### config.mk
export PLATFORM = sky130hd
export DESIGN_NAME = pla_matrix_sop
export DESIGN_NICKNAME = d
export VERILOG_FILES = /design/src/rtl/pla_mx_pkg.sv /design/src/rtl/pla_mx_store.sv /design/src/rtl/pla_mx_term.sv /design/src/rtl/pla_mx_orplane.sv /design/src/rtl/pla_matrix_sop.sv
export SDC_FILE = /design/constraint.sdc
export NUM_CORES = 1
export LEC_CHECK = 0
export ABC_AREA = 1
export BUFFER_PORTS_ARGS = -buffer_cell sky130_fd_sc_hd__buf_2
export CAP_MARGIN = 20
export CORE_MARGIN = 1
export CORE_UTILIZATION = 30
export DETAILED_ROUTE_END_ITERATION = 7
export PLACE_DENSITY = 0.61
export SYNTH_ARGS = -nofsm -noshare
export SYNTH_HDL_FRONTEND = slang
export SYNTH_HIERARCHICAL = 1
export SYNTH_SLANG_ARGS = --single-unit
### constraint.sdc
create_clock -name clk -period 0.95 [get_ports clk]
set_clock_uncertainty 0.1 [all_clocks]
set_input_delay 0.1425 -clock clk [delete_from_list [all_inputs] [get_ports clk]]
set_output_delay 0.1425 -clock clk [all_outputs]
set_load 0.03 [all_outputs]
### src/rtl/pla_mx_pkg.sv
package pla_mx_pkg;

    // Widest input vector the term helper accepts
    localparam int MAX_IN = 32;

    // Complement-in, complement-out term: NOT(OR(NOT x AND col)) == AND of joined inputs
    function automatic logic demorgan_term(input logic [MAX_IN-1:0] x,
                                           input logic [MAX_IN-1:0] col);
        logic [MAX_IN-1:0] x_inv;
        logic              any_low;
        x_inv   = ~x;
        any_low = |(x_inv & col);
        return ~any_low;
    endfunction

    // Width of a term index for a given term count
    function automatic int idx_width(input int count);
        return (count > 1) ? $clog2(count) : 1;
    endfunction

endpackage

### src/rtl/pla_mx_store.sv
module pla_mx_store #(
    parameter int NUM_IN   = 3,
    parameter int NUM_TERM = 3,
    parameter int NUM_OUT  = 2,
    parameter int TW       = 2
) (
    input  logic                               clk,
    input  logic                               rst,
    input  logic                               cfg_we,
    input  logic [TW-1:0]                      cfg_term,
    input  logic [NUM_IN-1:0]                  cfg_col,
    input  logic [NUM_OUT-1:0]                 cfg_route,
    output logic [NUM_TERM-1:0][NUM_IN-1:0]    col_tab,
    output logic [NUM_TERM-1:0][NUM_OUT-1:0]   route_tab
);

    for (genvar t = 0; t < NUM_TERM; t++) begin : g_slot
        logic hit;
        assign hit = cfg_we && (cfg_term == TW'(t));

        always_ff @(posedge clk) begin
            if (rst) begin
                col_tab[t]   <= '0;
                route_tab[t] <= '0;
            end else if (hit) begin
                col_tab[t]   <= cfg_col;
                route_tab[t] <= cfg_route;
            end
        end
    end

endmodule

### src/rtl/pla_mx_term.sv
module pla_mx_term
    import pla_mx_pkg::*;
#(
    parameter int NUM_IN = 3
) (
    input  logic [NUM_IN-1:0] x,
    input  logic [NUM_IN-1:0] col,
    output logic              prod
);

    logic [MAX_IN-1:0] x_w;
    logic [MAX_IN-1:0] col_w;

    // Unused upper column bits are zero, so they never pull the term low
    assign x_w   = MAX_IN'(x);
    assign col_w = MAX_IN'(col);
    assign prod  = demorgan_term(x_w, col_w);

endmodule

### src/rtl/pla_mx_orplane.sv
module pla_mx_orplane #(
    parameter int NUM_TERM = 3,
    parameter int NUM_OUT  = 2
) (
    input  logic [NUM_TERM-1:0]               terms,
    input  logic [NUM_TERM-1:0][NUM_OUT-1:0]  route,
    output logic [NUM_OUT-1:0]                func
);

    for (genvar o = 0; o < NUM_OUT; o++) begin : g_out
        logic [NUM_TERM-1:0] sel;
        for (genvar t = 0; t < NUM_TERM; t++) begin : g_sel
            assign sel[t] = terms[t] & route[t][o];
        end
        assign func[o] = |sel;
    end

endmodule

### src/rtl/pla_matrix_sop.sv
module pla_matrix_sop
    import pla_mx_pkg::*;
#(
    parameter int NUM_IN   = 3,
    parameter int NUM_TERM = 3,
    parameter int NUM_OUT  = 2,
    localparam int TW      = idx_width(NUM_TERM)
) (
    input  logic                clk,
    input  logic                rst,
    input  logic                cfg_we,
    input  logic [TW-1:0]       cfg_term,
    input  logic [NUM_IN-1:0]   cfg_col,
    input  logic [NUM_OUT-1:0]  cfg_route,
    input  logic [NUM_IN-1:0]   in_vec,
    output logic [NUM_TERM-1:0] term_out,
    output logic [NUM_OUT-1:0]  func_out
);

    logic [NUM_TERM-1:0][NUM_IN-1:0]  col_tab;
    logic [NUM_TERM-1:0][NUM_OUT-1:0] route_tab;
    logic [NUM_TERM-1:0]              term_now;
    logic [NUM_OUT-1:0]               func_now;

    pla_mx_store #(
        .NUM_IN  (NUM_IN),
        .NUM_TERM(NUM_TERM),
        .NUM_OUT (NUM_OUT),
        .TW      (TW)
    ) u_store (
        .clk      (clk),
        .rst      (rst),
        .cfg_we   (cfg_we),
        .cfg_term (cfg_term),
        .cfg_col  (cfg_col),
        .cfg_route(cfg_route),
        .col_tab  (col_tab),
        .route_tab(route_tab)
    );

    for (genvar t = 0; t < NUM_TERM; t++) begin : g_term
        pla_mx_term #(.NUM_IN(NUM_IN)) u_cell (
            .x   (in_vec),
            .col (col_tab[t]),
            .prod(term_now[t])
        );
    end

    pla_mx_orplane #(
        .NUM_TERM(NUM_TERM),
        .NUM_OUT (NUM_OUT)
    ) u_or (
        .terms(term_now),
        .route(route_tab),
        .func (func_now)
    );

    // Evaluation reads the table as it stands before this edge's write
    always_ff @(posedge clk) begin
        if (rst) begin
            term_out <= '0;
            func_out <= '0;
        end else begin
            term_out <= term_now;
            func_out <= func_now;
        end
    end

endmodule

==> results list <==
* Synth top area share: 0.441
- Achievable Freq: 1000 MHz
* Cell type of the slowest stage on the worst timing path: sky130_fd_sc_hd__dfxtp_1
- After global routing the overflow that remains totals 0.
- Largest cells by area after synthesis: sky130_fd_sc_hd__dfxtp_1 (44%), sky130_fd_sc_hd__nand2_1 (17%), sky130_fd_sc_hd__nor2_1 (15%), sky130_fd_sc_hd__inv_1 (13%), sky130_fd_sc_hd__nand3_1 (3.3%)
- Entering global routing, the biggest net connects 16 pins.
* Sequential share of power: 0.559
* Static leakage: 0.666 nW
* Die width: 57.0 um
- RSZ-0062 raised after global routing: yes
* Share of final-layout standard cells stronger than drive strength 1: 0.256
- Bufs and invs on worst path: 1
- Warning count from the yosys run: 6
* Data required time of the critical path: 0.71 ns
- Number of global-route vias before repair: 679
- The worst-case IR drop observed on VDD is 0.000847 V.
- STA classifies the critical path endpoint as a primary output.
- After clock tree synthesis, the setup repair step added 0 buffers.
- The synthesized netlist contains 9 unique library cells.
- The number of slew-limit violations in the final report was 0.
- CTS Buffer Depth: 2
* Clock-pin slew on the worst setup and hold paths: 0.10 ns
- The clock reaches the later pin of the worst-skew pair after 0.30 ns.
- The number of antenna violations at the first check in global routing came to 0.
- In this run, synthesis produced a sequential element count of 20.
* Launch instance of the worst min-delay path: rst
* Root Buffer Master: sky130_fd_sc_hd__clkbuf_4
- CP arrival: 0.75 ns
* Library cell with the largest summed area after synthesis: sky130_fd_sc_hd__dfxtp_1
* Summed instance area of the synthesized netlist: 907 um^2
- Across all hold checks on the routed design, the worst slack comes to -0.0469 ns.
- Routed len/inst: 8.76 um
- Initial DRC Count: 15
- Of the total power, the share spent switching nets is 0.276.
- The core region is 0.00281 mm^2.
* # port buffers: 17
- The initialized floorplan defines 19 standard-cell rows.
- TritonCTS built the clock tree.
* Kind of critical path: reg2out
- Total clock sinks: 20
- For this design the ratio of total power to cell area is 1370 mW/mm^2.
* Top Family by Delay on Critical Path: flip-flops
- Final period util: 1.05
- In this run the worst path has a maximum fanout of 1.
* Minimum clock period: 0.997 ns
- Total number of vias: 873
* Non-Filler Cell Area, Final: 0.00120 mm^2
* Count of H-tree levels built during CTS: 1
* Internal Dissipation: 0.00119 W
* Net switching power figure: 0.000452 W
* Final count of negative-setup-slack endpoints: 9
- The final reports fail on design-rule violations, negative hold slack, negative setup slack.
* Max-Slew Margin vs Limit: 0.833
* Post-synthesis cell count: 145
- On the worst path, the slowest cell contributes a delay of 0.34 ns.
* Number of CTS-inserted buffers: 3
- Syn avg cell area: 6.26 um^2
- Via density per instance: 4.30
- After detailed routing, the total wire length is 1780 um.
* Launching point of the worst reg2reg path: u_store/col_tab[6]
- Effective utilization at floorplan: 0.323
* Die Outline Area: 0.00325 mm^2
* Worst Slack Setup Final: -0.0474 ns
- For this run, the register share of the synthesized area comes to 0.441.
- At the end of routability-driven placement, the weighted congestion stood at 0.756.
- HPWL reported at the end of detailed placement: 1310 um
- 0 antenna diodes ended up in the layout.
* Reg2Reg Setup Slack: -0.04 ns
* Result of the run: complete, but fails checks
- Critical path startpoint category: flip-flop
- Routed Antenna Nets: 0
* Number of hold violations in the final report: 5
- Crit path cell chain: buf_6
* Fraction of power consumed by the clock network: 0.241
* Worst min-delay path endpoint: func_out[1]
- Number of iterations in the first detailed-routing pass: 6
* Total of max-cap violations: 0
* Residual DRC count: 4
* Path category of the worst min-delay check: in2reg
* Global-route wire length before repair: 2920 um
- From bottom edge to top edge, the die measures 57.0 um.
- The placed instances occupy a cell area of 0.00107 mm^2.
* Final #Nets: 187
- Post-synthesis to final-layout area growth: 32.3%
- Final Core Density: 0.428
- Transition time of the tightest slew-check pin: 0.250 ns
- For this design the top-level I/O count stands at 18.
* Overall fraction of global-route tracks in use: 0.116
- The worst hold path passes through 2 cells.
- The number of nets handed over by synthesis was 158.
* Portion of total power attributed to combinational logic: 0.200
* Reg2reg path depth: 7
* Critical register-to-register path endpoint: func_out[0]
## registers in the layout (all words and copies together), names as in the netlist
register / count
u_store/col_tab: 9
u_store/route_tab: 6
func_out: 2
term_out: 3
## power groups by stage
stage	Sequential [W]	Clock, W	Combinational [W]
2_1_floorplan	0.000961	0	0.000139
3_3_place_gp	0.000927	0	0.000280
3_5_place_dp	0.000928	0	0.000285
4_1_cts	0.000917	0.000422	0.000324
5_1_grt	0.000923	0.000471	0.000365
6_report	0.000917	0.000395	0.000329
## stage by stage
step,hold WS (ns),std cells,setup TNS [ns],power (W),worst slack (ns)
2_1_floorplan,0.114,145,0,0.00110,0.0380
3_3_place_gp,0.277,196,-0.247,0.00121,-0.0795
3_5_place_dp,0.283,196,-0.320,0.00121,-0.0970
4_1_cts,-0.0568,203,-0.465,0.00166,-0.0682
5_1_grt,-0.0614,203,-0.858,0.00176,-0.141
6_report,-0.0469,203,-0.305,0.00164,-0.0474
## how the worst max path moves through the flow
stage,slack (ns),startpoint,to,depth (start not counted)
final,-0.05,func_out[0],func_out[0],1
after floorplan,0.04,u_store/col_tab[1],func_out[1],7
after global routing,-0.14,u_store/col_tab[4],func_out[0],7
after CTS,-0.07,u_store/col_tab[5],func_out[0],7
after global placement,-0.08,u_store/col_tab[4],func_out[1],7
after detailed placement,-0.1,u_store/col_tab[4],func_out[0],7
## layout make-up
| class | count | area (um^2) |
|---|---|---|
| repair buffers | 26 | 211 |
| clock buffers | 3 | 22.5 |
| flip-flops and latches | 20 | 410 |
| inverters | 32 | 120 |
| fillers | 296 | 1610 |
| multi-input cells | 91 | 397 |
| well taps | 31 | 38.8 |
## Yosys cell counts
cell	count
sky130_fd_sc_hd__nand2_1	40
sky130_fd_sc_hd__nor2_1	36
sky130_fd_sc_hd__inv_1	32
sky130_fd_sc_hd__dfxtp_1	20
sky130_fd_sc_hd__nand3_1	6
sky130_fd_sc_hd__a21oi_1	5
sky130_fd_sc_hd__nand3_2	3
sky130_fd_sc_hd__buf_2	2
sky130_fd_sc_hd__nor2_2	1
## cells by family (layout without fill, tap and decap cells)
group / after synthesis / count (layout) / synth area share
flops: 20 / 20 / 0.441
simple gates: 86 / 86 / 0.388
buf+inv: 34 / 61 / 0.143
compound gates: 5 / 5 / 0.0276
## placed cells by master, fill, tap and decap left out, drive strengths merged
| cell | Yosys | routed |
|---|---|---|
| a21oi | 5 | 5 |
| buf | 2 | 21 |
| nand2 | 40 | 40 |
| dfxtp | 20 | 20 |
| nand3 | 9 | 9 |
| clkbuf | 0 | 3 |
| nor2 | 37 | 37 |
| inv | 32 | 32 |
| dlygate4sd3 | 0 | 5 |
## routing by layer
metal  vias up  part of all wire  global-route usage
met3         0             0.062              0.0476
met2        30              0.45               0.182
met1       371              0.49               0.157
met4         0                 0              0.0105
met5         -                 0                   0
li1        472                 -                   -
## timing repair
action / 4_1_cts / 5_1_grt
pin swaps: 1 / 3
hold buffers: 4 / 1
gates resized for setup: 20 / 7
endpoints found under the hold margin: 10 / 6
endpoints found under the setup margin: 9 / 10
gates cloned: 0 / 0
Power figures use the tool's default switching activity.
